File: src/rtl/pwrup_pkg.sv
package pwrup_pkg;

    typedef enum logic [4:0] {
        S_IDLE, S_EP_HOLD,
        S_VREG0, S_VREG1, S_VREG2,
        S_BIF_ON,
        S_CLK0, S_CLK1, S_CLK2,
        S_BIF_OFF,
        S_PHY_PWR, S_PHY_TERM, S_REFCLK,
        S_RST0, S_RST1, S_RST2, S_RST3,
        S_EP_REL, S_POLL, S_DONE
    } pwr_state_t;

    localparam int N_VREG = 3;
    localparam int N_CLK  = 3;
    localparam int N_BLK  = 4;

    localparam int PHY_PD_BIT   = 0;
    localparam int TERM_LSB     = 16;
    localparam int TERM_W       = 5;
    localparam logic [TERM_W-1:0] TERM_VAL = 5'd7;
    localparam int REF_EN_BIT   = 16;
    localparam int REF_INT_BIT  = 12;
    localparam int TRAIN_BIT    = 0;
    localparam int LINK_UP_BIT  = 29;

    localparam logic [31:0] PHY_DEF = 32'h0000_0001;
    localparam logic [31:0] REF_DEF = 32'h0000_1000;

    function automatic int max_i(input int a, input int b);
        return (a > b) ? a : b;
    endfunction

    function automatic int cnt_width(input int v);
        return (v < 2) ? 1 : $clog2(v);
    endfunction

endpackage

File: src/rtl/pwrup_timer.sv
module pwrup_timer #(
    parameter int W = 8
) (
    input  logic         clk,
    input  logic         rst,
    input  logic         clear,
    input  logic [W-1:0] limit,
    output logic         last
);
    logic [W-1:0] cnt_q;

    assign last = (cnt_q == limit);

    always_ff @(posedge clk) begin
        if (rst || clear) cnt_q <= '0;
        else              cnt_q <= cnt_q + 1'b1;
    end
endmodule

File: src/rtl/pwrup_fsm.sv
module pwrup_fsm
    import pwrup_pkg::*;
#(
    parameter int EP_HOLD_CYC  = 1250000,
    parameter int STEP_CYC     = 1,
    parameter int BIF_WAIT_CYC = 125,
    parameter int SETTLE_CYC   = 1250000,
    parameter int EP_REL_CYC   = 1250000,
    parameter int POLL_CYC     = 1250000,
    parameter int POLL_MAX     = 10
) (
    input  logic        clk,
    input  logic        rst,
    input  logic        start,
    input  logic        link_up,
    output pwr_state_t  state_q,
    output pwr_state_t  state_d,
    output logic        load_def,
    output logic        enter,
    output logic        link_ok,
    output logic        link_timeout
);
    localparam int MAXD  = max_i(max_i(max_i(EP_HOLD_CYC, STEP_CYC), max_i(BIF_WAIT_CYC, SETTLE_CYC)),
                                 max_i(EP_REL_CYC, POLL_CYC));
    localparam int CNT_W = cnt_width(MAXD);
    localparam int PW    = cnt_width(POLL_MAX + 1);

    localparam logic [CNT_W-1:0] L_EP   = CNT_W'(EP_HOLD_CYC - 1);
    localparam logic [CNT_W-1:0] L_STEP = CNT_W'(STEP_CYC - 1);
    localparam logic [CNT_W-1:0] L_BIF  = CNT_W'(BIF_WAIT_CYC - 1);
    localparam logic [CNT_W-1:0] L_SET  = CNT_W'(SETTLE_CYC - 1);
    localparam logic [CNT_W-1:0] L_REL  = CNT_W'(EP_REL_CYC - 1);
    localparam logic [CNT_W-1:0] L_POLL = CNT_W'(POLL_CYC - 1);
    localparam logic [PW-1:0]    P_LAST = PW'(POLL_MAX - 1);

    logic [CNT_W-1:0] limit;
    logic             last, parked;
    logic [PW-1:0]    poll_q, poll_d;
    logic             ok_d, to_d;

    assign parked = (state_q == S_IDLE) || (state_q == S_DONE);

    always_comb begin
        case (state_q)
            S_EP_HOLD: limit = L_EP;
            S_BIF_OFF: limit = L_BIF;
            S_RST3:    limit = L_SET;
            S_EP_REL:  limit = L_REL;
            S_POLL:    limit = L_POLL;
            default:   limit = L_STEP;
        endcase
    end

    pwrup_timer #(.W(CNT_W)) u_timer (
        .clk   (clk),
        .rst   (rst),
        .clear (last || parked),
        .limit (limit),
        .last  (last)
    );

    always_comb begin
        state_d = state_q;
        poll_d  = poll_q;
        ok_d    = link_ok;
        to_d    = link_timeout;
        case (state_q)
            S_IDLE, S_DONE: begin
                if (start) begin
                    state_d = S_EP_HOLD;
                    poll_d  = '0;
                    ok_d    = 1'b0;
                    to_d    = 1'b0;
                end
            end
            S_POLL: begin
                if (last) begin
                    if (link_up) begin
                        state_d = S_DONE;
                        ok_d    = 1'b1;
                    end else if (poll_q == P_LAST) begin
                        state_d = S_DONE;
                        to_d    = 1'b1;
                    end else begin
                        poll_d = poll_q + 1'b1;
                    end
                end
            end
            default: if (last) state_d = pwr_state_t'(state_q + 5'd1);
        endcase
    end

    assign load_def = parked && start;
    assign enter    = (state_d != state_q);

    always_ff @(posedge clk) begin
        if (rst) begin
            state_q      <= S_IDLE;
            poll_q       <= '0;
            link_ok      <= 1'b0;
            link_timeout <= 1'b0;
        end else begin
            state_q      <= state_d;
            poll_q       <= poll_d;
            link_ok      <= ok_d;
            link_timeout <= to_d;
        end
    end
endmodule

File: src/rtl/pwrup_ctrl_regs.sv
module pwrup_ctrl_regs
    import pwrup_pkg::*;
(
    input  logic              clk,
    input  logic              rst,
    input  logic              load_def,
    input  logic              enter,
    input  pwr_state_t        tgt,
    input  logic              ext_refclk,
    output logic              ep_rst_n,
    output logic [N_VREG-1:0] vreg_en,
    output logic              bif_rst,
    output logic [N_CLK-1:0]  clk_en,
    output logic [31:0]       phy_ctrl,
    output logic [31:0]       refclk_ctrl,
    output logic [N_BLK-1:0]  blk_rst,
    output logic [31:0]       sys_ctrl
);
    logic clr;
    assign clr = rst || load_def;

    for (genvar i = 0; i < N_VREG; i++) begin : g_vreg
        always_ff @(posedge clk) begin
            if (clr) vreg_en[i] <= 1'b0;
            else if (enter && tgt == pwr_state_t'(5'(S_VREG0) + 5'(i))) vreg_en[i] <= 1'b1;
        end
    end

    for (genvar i = 0; i < N_CLK; i++) begin : g_clk
        always_ff @(posedge clk) begin
            if (clr) clk_en[i] <= 1'b0;
            else if (enter && tgt == pwr_state_t'(5'(S_CLK0) + 5'(i))) clk_en[i] <= 1'b1;
        end
    end

    for (genvar i = 0; i < N_BLK; i++) begin : g_blk
        always_ff @(posedge clk) begin
            if (clr) blk_rst[i] <= 1'b1;
            else if (enter && tgt == pwr_state_t'(5'(S_RST0) + 5'(i))) blk_rst[i] <= 1'b0;
        end
    end

    always_ff @(posedge clk) begin
        if (clr) begin
            ep_rst_n    <= 1'b0;
            bif_rst     <= 1'b0;
            phy_ctrl    <= PHY_DEF;
            refclk_ctrl <= REF_DEF;
            sys_ctrl    <= '0;
        end else if (enter) begin
            case (tgt)
                S_BIF_ON:   bif_rst <= 1'b1;
                S_BIF_OFF:  bif_rst <= 1'b0;
                S_PHY_PWR:  phy_ctrl[PHY_PD_BIT] <= 1'b0;
                S_PHY_TERM: phy_ctrl[TERM_LSB +: TERM_W] <= TERM_VAL;
                S_REFCLK: begin
                    refclk_ctrl[REF_EN_BIT] <= 1'b1;
                    if (!ext_refclk) refclk_ctrl[REF_INT_BIT] <= 1'b0;
                end
                S_EP_REL:   ep_rst_n <= 1'b1;
                S_POLL:     sys_ctrl[TRAIN_BIT] <= 1'b1;
                default: ;
            endcase
        end
    end
endmodule

File: src/rtl/pcie_pwrup_seq.sv
module pcie_pwrup_seq
    import pwrup_pkg::*;
#(
    parameter int EP_HOLD_CYC  = 1250000,
    parameter int STEP_CYC     = 1,
    parameter int BIF_WAIT_CYC = 125,
    parameter int SETTLE_CYC   = 1250000,
    parameter int EP_REL_CYC   = 1250000,
    parameter int POLL_CYC     = 1250000,
    parameter int POLL_MAX     = 10
) (
    input  logic        clk,
    input  logic        rst,
    input  logic        start,
    input  logic        ext_refclk,
    input  logic [31:0] link_status,
    output logic        ep_rst_n,
    output logic [2:0]  vreg_en,
    output logic        bif_rst,
    output logic [2:0]  clk_en,
    output logic [31:0] phy_ctrl,
    output logic [31:0] refclk_ctrl,
    output logic [3:0]  blk_rst,
    output logic [31:0] sys_ctrl,
    output logic        done,
    output logic        link_ok,
    output logic        link_timeout
);
    pwr_state_t state_q, state_d;
    logic       load_def, enter;

    pwrup_fsm #(
        .EP_HOLD_CYC (EP_HOLD_CYC),
        .STEP_CYC    (STEP_CYC),
        .BIF_WAIT_CYC(BIF_WAIT_CYC),
        .SETTLE_CYC  (SETTLE_CYC),
        .EP_REL_CYC  (EP_REL_CYC),
        .POLL_CYC    (POLL_CYC),
        .POLL_MAX    (POLL_MAX)
    ) u_fsm (
        .clk         (clk),
        .rst         (rst),
        .start       (start),
        .link_up     (link_status[LINK_UP_BIT]),
        .state_q     (state_q),
        .state_d     (state_d),
        .load_def    (load_def),
        .enter       (enter),
        .link_ok     (link_ok),
        .link_timeout(link_timeout)
    );

    pwrup_ctrl_regs u_regs (
        .clk        (clk),
        .rst        (rst),
        .load_def   (load_def),
        .enter      (enter),
        .tgt        (state_d),
        .ext_refclk (ext_refclk),
        .ep_rst_n   (ep_rst_n),
        .vreg_en    (vreg_en),
        .bif_rst    (bif_rst),
        .clk_en     (clk_en),
        .phy_ctrl   (phy_ctrl),
        .refclk_ctrl(refclk_ctrl),
        .blk_rst    (blk_rst),
        .sys_ctrl   (sys_ctrl)
    );

    assign done = (state_q == S_DONE);
endmodule

File: config.mk
export PLATFORM = sky130hd
export DESIGN_NAME = pcie_pwrup_seq
export DESIGN_NICKNAME = d
export VERILOG_FILES = /design/src/rtl/pwrup_pkg.sv /design/src/rtl/pwrup_timer.sv /design/src/rtl/pwrup_fsm.sv /design/src/rtl/pwrup_ctrl_regs.sv /design/src/rtl/pcie_pwrup_seq.sv
export SDC_FILE = /design/constraint.sdc
export NUM_CORES = 1
export LEC_CHECK = 0
export ABC_AREA = 0
export BUFFER_PORTS_ARGS = -buffer_cell sky130_fd_sc_hd__buf_2
export CAP_MARGIN = 40
export CORE_ASPECT_RATIO = 1.2
export CORE_MARGIN = 2
export CORE_UTILIZATION = 30
export DETAILED_ROUTE_END_ITERATION = 12
export REMOVE_ABC_BUFFERS = 1
export SLEW_MARGIN = 15
export SYNTH_ARGS = -nofsm -noshare
export SYNTH_HDL_FRONTEND = slang
export SYNTH_SLANG_ARGS = --single-unit
File: constraint.sdc
create_clock -name clk -period 3.6 [get_ports clk]
set_input_delay 0.18 -clock clk [delete_from_list [all_inputs] [get_ports clk]]
set_output_delay 0.18 -clock clk [all_outputs]
set_load 0.02 [all_outputs]
==> results of run 1 <==
==> cells by family after synthesis <==
| family | after synthesis | share of synthesized area |
|---|---|---|
| simple gates | 135 | 0.225 |
| buf+inv | 111 | 0.244 |
| compound gates | 49 | 0.110 |
| flops | 49 | 0.309 |
| xor+xnor | 23 | 0.0659 |
| fa+ha+maj | 7 | 0.0276 |
| mux | 5 | 0.0162 |
| other cells | 1 | 0.00118 |
==> stage by stage <==
stage                     hold WS [ns]  std cells  power, W  utilization
final                            0.196        533   0.00189        0.311
after global routing             0.209        533   0.00200        0.311
after CTS                        0.195        533   0.00190        0.311
after detailed placement         0.438        526   0.00142        0.297
after global placement           0.436        526   0.00141        0.297
after floorplan                  0.249        366   0.00122            -
==> cell type report <==
class,instances,area [µm²]
clock buffers,6,139
fillers,1103,7180
repair buffers,31,168
well taps,129,161
inverters,9,33.8
flip-flops and latches,49,981
clock inverters,1,7.51
multi-input cells,308,1750
==> flip-flops by register name, summed over array words and instances (netlist names) <==
name                 flops
u_regs.bif_rst           1
u_regs.sys_ctrl          1
u_regs.refclk_ctrl       2
u_regs.phy_ctrl          2
u_fsm.poll_q             4
u_regs.ep_rst_n          1
u_regs.vreg_en           3
u_fsm.state_q            5
u_regs.clk_en            3
u_fsm.link_ok            1
u_regs.blk_rst           4
u_fsm.link_timeout       1
u_fsm.u_timer.cnt_q     21
==> layer usage <==
layer	track usage	wire, µm	vias up
li1	-	-	1153
met1	0.112	2470	1070
met2	0.162	2600	99
met3	0.0197	380	8
met4	0.0380	85	0
met5	0	0	-
==> worst max-delay path by stage <==
stage,from,to,depth (start not counted)
5_1_grt,u_fsm.state_q[0],u_regs.blk_rst[2],9
3_3_place_gp,u_fsm.state_q[0],u_regs.blk_rst[2],9
4_1_cts,u_fsm.state_q[0],u_regs.blk_rst[2],9
6_report,u_fsm.state_q[0],u_regs.blk_rst[3],9
3_5_place_dp,u_fsm.state_q[0],u_regs.blk_rst[2],9
2_1_floorplan,u_fsm.state_q[1],u_regs.blk_rst[3],10
==> critical path: stages (launching register included) <==
cell	delay, ns
dfxtp_1	0.43
ha_1	0.25
nor4bb_1	0.38
mux2_2	0.41
a311oi_4	0.47
nand4bb_1	0.24
xor2_1	0.29
nand4_1	0.15
or3b_1	0.40
a21o_1	0.18
==> power breakdown <==
part / internal [W] / leakage, nW / switching [W]
clock network: 0.000272 / 0.0690 / 0.000194
logic: 0.000280 / 0.921 / 0.000546
registers: 0.000568 / 0.396 / 0.0000251
==> synthesized netlist by cell type (all sizes together), types with 2 or more instances <==
| master | number | area share |
|---|---|---|
| xor2 | 16 | 0.044 |
| dfxtp | 49 | 0.31 |
| nor2 | 48 | 0.057 |
| nand3 | 5 | 0.0079 |
| o21ai | 6 | 0.0095 |
| a21o | 7 | 0.017 |
| o211ai | 2 | 0.0063 |
| a31o | 2 | 0.0055 |
| or4 | 2 | 0.0059 |
| o21a | 3 | 0.0071 |
| or3 | 5 | 0.0099 |
| nand2 | 24 | 0.028 |
| or2 | 3 | 0.0059 |
| and2 | 3 | 0.0059 |
| a21oi | 18 | 0.028 |
| ha | 7 | 0.028 |
| and3b | 2 | 0.0055 |
| nor3 | 3 | 0.0063 |
| nand3b | 3 | 0.0071 |
| nand2b | 2 | 0.0039 |
| xnor2 | 7 | 0.022 |
| nor2b | 3 | 0.0059 |
| buf | 97 | 0.23 |
| mux2i | 4 | 0.013 |
| nor3b | 6 | 0.017 |
| and4 | 2 | 0.0055 |
| inv | 9 | 0.011 |
| nor4 | 5 | 0.0099 |
| nand4 | 9 | 0.020 |
| clkbuf | 5 | 0.0059 |
| and3 | 7 | 0.014 |
==> results.toml, run 1 <==
[run_status]
status = "complete, no violations"

[sta]
relSlewSlack = 0.584
setup_tns_ns = 0
worst_pin_slew_ns = 0.624
max_freq_mhz = 303
layout_setup_ws_ns = 0.295
finalClockSkew_ns = 0.00683
fin_crit_sh = 0.918
period_needed_ns = 3.31
rsz0062_at_grt = "false"
setup_viol = 0
drv_slew = 0
hold_viol = 0

[worst_setup_path]
end_kind = "flop"
crit_fanout = 9
r2r_setup_slack_ns = 0.29
worstPathRequired_ns = 3.79
timing.rr.start = "u_fsm.state_q[0]"
reg2regPathDepth = 9
path_class = "flop to flop"
critPathLaunchType = "flop"
reg2reg_to = "u_regs.blk_rst[3]"
cp.arrival_ns = 3.49

[global_route]
grt_pass1_vias = 1953
grt_max_degree = 22
grt_pass1_wl_mm = 8.92
track_usage = 0.0927
antenna_found_initial = 0
grt_overflow = 0

[clock_tree]
cts_setup_buffers = 0
clkSinkCount = 49
cts_buffers = 5
cts_tree = "done"
cts.clk_slew.worst_paths_ns = 0.06
clk-insertion-delay-late_ns = 0.29
post_cts_resized = 0
cts_hold_buf = 0
ctsRootBufferMaster = "clkbuf_16"
clockBufferDepth = 2
htreeDepth = 2

[yosys]
synth_area_mm2 = 0.00317
synth_edf_count = 0
synth_warnings = 0
synth_cell_types = 58
syn_avg_cell_area_um2 = 8.35
synth_seq_area_share = 0.309
synth-async-reset-ratio = 0
synthFlopType = "dfxtp_1"
synth-seq-cells = 49
netlist_instances = 380

[layout]
final_cell_mix = "conb_1, dfxtp_1, nor2_1"
drive_above_1_share = 0.131
final_common_cell = "conb_1"
syn_to_final_growth_pct = 2.05
diodes = 0
nNetsFinal = 447
fin_area_mm2 = 0.00324

[place]
globalplace.congestion = 0.808
place_hpwl_mm = 4.24
portBuffers = 26
place_area_mm2 = 0.00309
pre_cts_ws_ns = 0.291

[hold_path]
hold_path_end = "u_fsm.poll_q[1]"
hold_path_class = "primary input to flop"
hold_path_depth = 2
holdCritStartpoint = "rst"

[routing]
drt_wl_total_mm = 5.53
drc = 0
wl_per_cell_um = 10.4
dr.pass1.iters = 4
first_iter_violations = 100
num_vias = 2330
drtAntennaViolNets = 0
vias_per_cell = 4.37

[die]
die-area_mm2 = 0.0114
die_w_um = 97.9
io_pins = 147
start_util = 0.305
core_area_mm2 = 0.0104
fp-row-count = 41
dieHeight_um = 117

[power_and_ir_drop]
peakVddDrop_mv = 0.284
p_leak_nw = 1.39
power_density_mw_per_mm2 = 583

[flow_run]
maxCapViolCount = 0
No activity file was read; power rests on OpenSTA's default activity.
==> inputs of run 2 (changes only) <==
BUFFER_PORTS_ARGS = -buffer_cell sky130_fd_sc_hd__clkbuf_2   (was -buffer_cell sky130_fd_sc_hd__buf_2)
SETUP_SLACK_MARGIN = 0.2   (was unset)
==> run 2 against run 1 <==
Effect of this change:
- maximum frequency up 2.7%
- clock skew fell by 0.0014 ns
- utilization increased by 0.50 points
- largest cell class unchanged
==> results.toml, run 2 (synthesis results as in run 1) <==
[die]
die-area_mm2 = 0.0114
io_pins = 147
start_util = 0.305
fp-row-count = 41
core_area_mm2 = 0.0104
die_w_um = 97.9
dieHeight_um = 117

[layout]
drive_above_1_share = 0.143
nNetsFinal = 449
largest-register = "u_fsm.u_timer.cnt_q"
reg_top3 = "u_fsm.u_timer.cnt_q x21, u_fsm.state_q x5"
diodes = 0
syn_to_final_growth_pct = 3.71
final_common_cell = "conb_1"
largest_register_ffs = 21
final_cell_mix = "conb_1, dfxtp_1, nor2_1"

[clock_tree]
ctsRootBufferMaster = "clkbuf_16"
cts.clk_slew.worst_paths_ns = 0.06
cts_buffers = 5
clkSinkCount = 49
clk-insertion-delay-late_ns = 0.29
clockBufferDepth = 2
cts_hold_buf = 0
htreeDepth = 2
cts_tree = "done"

[global_route]
grt_pass1_wl_mm = 9.00
grt_overflow = 0
antenna_found_initial = 0
track_usage = 0.0943
grt_pass1_vias = 1974
grt_max_degree = 22

[routing]
dr.pass1.iters = 4
drc = 0
drt_wl_total_mm = 5.64
wl_met2_mm = 2.69
topRoutingLayerUsed = "met4"
wl_per_cell_um = 10.5
wl_met3_um = 328
drtAntennaViolNets = 0
met1_length_mm = 2.55
first_iter_violations = 124
vias_per_cell = 4.33
num_vias = 2314

[flow_run]
maxCapViolCount = 0

[sta]
hold_viol = 0
max_freq_mhz = 311
relSlewSlack = 0.580
drv_slew = 0
period_needed_ns = 3.22
setup_viol = 0
worst_pin_slew_ns = 0.630
fin_crit_sh = 0.894
rsz0062_at_grt = "false"
finalClockSkew_ns = 0.00539
setup_tns_ns = 0

[worst_setup_path]
path_class = "flop to flop"
end_kind = "flop"
cp.arrival_ns = 3.40
critPathLaunchType = "flop"
crit_fanout = 8
worstPathRequired_ns = 3.78

[place]
place_hpwl_mm = 4.30
globalplace.congestion = 0.800
portBuffers = 26

[power_and_ir_drop]
peakVddDrop_mv = 0.406
finalPower_w = 0.00198
power_density_mw_per_mm2 = 603
p_leak_nw = 1.40

[run_status]
status = "complete, no violations"

[hold_path]
hold_path_class = "primary input to flop"
==> run 2: area by class of cell <==
cell class | instances | area (µm²)
multi-input cells | 308 | 1770
flip-flops and latches | 49 | 981
inverters | 9 | 33.8
clock buffers | 5 | 125
clock inverters | 2 | 35.0
well taps | 129 | 161
repair buffers | 33 | 183
fillers | 1075 | 7120
==> run 2: what timing repair did <==
action / 4_1_cts / 5_1_grt
resized for setup: 0 / 4
endpoints found under the setup margin: 0 / 15
hold endpoints to repair: 0 / 0
setup buffers: 0 / 2
==> run 2: path summary, 6_finish.rpt <==
kind,start,end,slack [ns],cells past startpoint
setup / recovery,u_fsm.state_q[0],u_regs.blk_rst[3],0.38,10
hold / removal,ext_refclk,u_regs.refclk_ctrl[12],0.19,3
setup reg to reg,u_fsm.state_q[0],u_regs.blk_rst[3],0.38,10
hold reg to reg,u_regs.ep_rst_n,u_regs.ep_rst_n,0.45,2
==> run 2: worst max-delay path: stages, from the launching register on <==
cell and delay [ns]:
dfxtp_1 0.44, ha_1 0.26, nor4bb_2 0.36, mux2_2 0.41
a311oi_4 0.25, buf_4 0.20, nand4bb_1 0.19, xor2_1 0.29
nand4_1 0.15, or3b_1 0.40, a21o_1 0.18
==> run 2: stage by stage <==
stage               worst slack [ns]   util  cells  instance area (µm²)  hold slack, ns
finish                         0.381  0.316    535                 3290           0.191
global route                   0.168  0.316    535                 3290           0.194
CTS                            0.225  0.312    533                 3250           0.179
detailed placement             0.256  0.297    526                 3090           0.444
global placement               0.311  0.297    526                 3090           0.440
floorplan                      0.731      -    366                 2760           0.249
==> run 2: power breakdown <==
part	total, W	internal (W)	switching (W)
Sequential	0.000595	0.000568	0.0000264
Combinational	0.000874	0.000314	0.000560
Clock	0.000515	0.000322	0.000193
Total	0.00198	0.00120	0.000779
==> run 2: per-layer routing <==
layer | up-vias | track usage
met5 | - | 0
met4 | 0 | 0.0417
met3 | 6 | 0.0203
met2 | 88 | 0.163
met1 | 1064 | 0.114
li1 | 1156 | -
==> inputs of run 3 (changes only) <==
--- a/config.mk
+++ b/config.mk
@@ -11,6 +11,7 @@
 export CORE_ASPECT_RATIO = 1.2
 export CORE_MARGIN = 2
-export CORE_UTILIZATION = 30
+export CORE_UTILIZATION = 47
 export DETAILED_ROUTE_END_ITERATION = 12
+export PLACE_DENSITY_LB_ADDON = 0.15
 export REMOVE_ABC_BUFFERS = 1
 export SETUP_SLACK_MARGIN = 0.2
==> constraint.sdc (replaced) <==
create_clock -name clk -period 3.6 [get_ports clk]
set_input_delay 0.72 -clock clk [delete_from_list [all_inputs] [get_ports clk]]
set_output_delay 0.72 -clock clk [all_outputs]
set_load 0.02 [all_outputs]
==> run 3 against run 2 <==
Effect of this change:
- power shrank 8.5%
- highest routed layer unchanged
- critical endpoint is now u_regs.refclk_ctrl[12]
- combinational power is essentially flat
- clock skew grew 0.0042 ns
- final cell count shrank 7.5%
- hold slack gained 0.26 ns
- via count shrank 1.2%
==> results.toml, run 3 (synthesis results as in run 1) <==
[sta]
finalClockSkew_ns = 0.00961
drv_slew = 0
period_needed_ns = 3.23
hold_viol = 0
relSlewSlack = 0.595
max_freq_mhz = 310
setup_tns_ns = 0
setup_viol = 0
layout_setup_ws_ns = 0.373
fin_crit_sh = 0.896
rsz0062_at_grt = "true"
timing.hold.ws_ns = 0.453
worst_pin_slew_ns = 0.607

[routing]
first_iter_violations = 103
wl_met2_mm = 2.66
topRoutingLayerUsed = "met4"
num_vias = 2287
wl_met3_um = 368
vias_per_cell = 4.62
wl_per_cell_um = 11.1
met1_length_mm = 2.38
drc = 0
drt_wl_total_mm = 5.49
dr.pass1.iters = 4
drtAntennaViolNets = 0

[global_route]
grt_max_degree = 22
grt_overflow = 0
grt_pass1_vias = 1956
grt_pass1_wl_mm = 8.84
track_usage = 0.148
antenna_found_initial = 0

[worst_setup_path]
path_class = "flop to flop"
end_kind = "flop"
worstPathRequired_ns = 3.82
cp.arrival_ns = 3.44
r2r_setup_slack_ns = 0.37
crit_fanout = 8
critPathLaunchType = "flop"
reg2reg_to = "u_regs.refclk_ctrl[12]"
timing.rr.start = "u_fsm.state_q[0]"
reg2regPathDepth = 10

[clock_tree]
clockBufferDepth = 2
ctsRootBufferMaster = "clkbuf_8"
cts_hold_buf = 0
clk-insertion-delay-late_ns = 0.31
cts_tree = "done"
htreeDepth = 2
clkSinkCount = 49
cts.clk_slew.worst_paths_ns = 0.10
cts_buffers = 5

[layout]
final_cell_mix = "conb_1, dfxtp_1, nor2_1"
diodes = 0
largest_register_ffs = 21
nNetsFinal = 452
stdcell_count = 495
largest-register = "u_fsm.u_timer.cnt_q"
syn_to_final_growth_pct = -0.0395
reg_top3 = "u_fsm.u_timer.cnt_q x21, u_fsm.state_q x5"
final_common_cell = "conb_1"
drive_above_1_share = 0.146
fill_cells = 656

[hold_path]
holdCritStartpoint = "u_regs.ep_rst_n"
hold_path_end = "u_regs.ep_rst_n"
hold_path_depth = 2
hold_path_class = "flop to flop"

[power_and_ir_drop]
peakVddDrop_mv = 0.340
power.internal_w = 0.00103
power_density_mw_per_mm2 = 572
p_leak_nw = 1.38
p_seq_frac = 0.327
swShare = 0.432
netSwitchingPower_w = 0.000783
combPwrFrac = 0.483
clkPwrFrac = 0.190

[die]
die_w_um = 79.0
dieHeight_um = 94.0
io_pins = 147
start_util = 0.489
die-area_mm2 = 0.00742
fp-row-count = 32
core_area_mm2 = 0.00649

[flow_run]
maxCapViolCount = 0

[place]
post-place-cells = 484
pre_cts_ws_ns = 0.290
portBuffers = 26
globalplace.congestion = 0.878
place_hpwl_mm = 4.12

[run_status]
status = "complete, no violations"
run 3: changes by cell type in the layout (fill, tap and decap cells not counted), moves of 2 or more:
| cell | previous run | this run |
|---|---|---|
| buf_4 | 7 | 10 |
| clkbuf_16 | 5 | 0 |
| clkbuf_8 | 0 | 5 |
| inv_6 | 0 | 2 |
run 3: metal layers:
metal / vias up / GRT usage
met5: - / 0
met1: 1029 / 0.189
met3: 4 / 0.0250
met4: 0 / 0.0532
li1: 1156 / -
met2: 98 / 0.248
run 3: layout make-up:
type                    instances  area (µm²)  area share
multi-input cells             308        1750       0.552
flip-flops and latches         49         981       0.309
repair buffers                 36         205      0.0647
well taps                      85         106      0.0335
clock buffers                   5        68.8      0.0217
inverters                       9        33.8      0.0107
clock inverters                 3        25.0     0.00789
run 3: worst max-delay path by stage:
stage,start,cells after the start,to
global route,u_fsm.state_q[0],11,u_regs.phy_ctrl[16]
finish,u_fsm.state_q[0],10,u_regs.refclk_ctrl[12]
detailed placement,u_fsm.state_q[0],9,u_regs.blk_rst[3]
CTS,u_fsm.state_q[0],9,u_regs.blk_rst[3]
global placement,u_fsm.state_q[0],9,u_regs.blk_rst[3]
floorplan,u_fsm.state_q[1],10,u_regs.blk_rst[3]
run 3: critical path: stages (launching register included):
cell and delay [ns]:
dfxtp_1 0.45, ha_1 0.26, nor4bb_1 0.39, mux2_2 0.41, a311oi_4 0.33, buf_4 0.21
and2_1 0.19, a221o_2 0.26, nor3b_2 0.33, nand3b_1 0.12, a21o_1 0.18
run 3: power by group through the flow:
stage	sequential, W	combinational [W]	clock (W)
3_5_place_dp	0.000606	0.000831	0
5_1_grt	0.000598	0.000963	0.000383
3_3_place_gp	0.000606	0.000830	0
6_report	0.000593	0.000876	0.000346
4_1_cts	0.000593	0.000838	0.000360
2_1_floorplan	0.000616	0.000600	0
run 3: what timing repair did:
action | in CTS | in global routing
hold endpoints to repair | 0 | 0
setup buffers | 0 | 3
gates resized for setup | 0 | 1
setup endpoints to repair | 0 | 10
run 3: through the flow:
step	area [µm²]	total power, W	utilization
2_1_floorplan	2760	0.00122	-
3_3_place_gp	3050	0.00144	0.470
3_5_place_dp	3050	0.00144	0.470
4_1_cts	3140	0.00179	0.485
5_1_grt	3170	0.00194	0.489
6_report	3170	0.00181	0.489
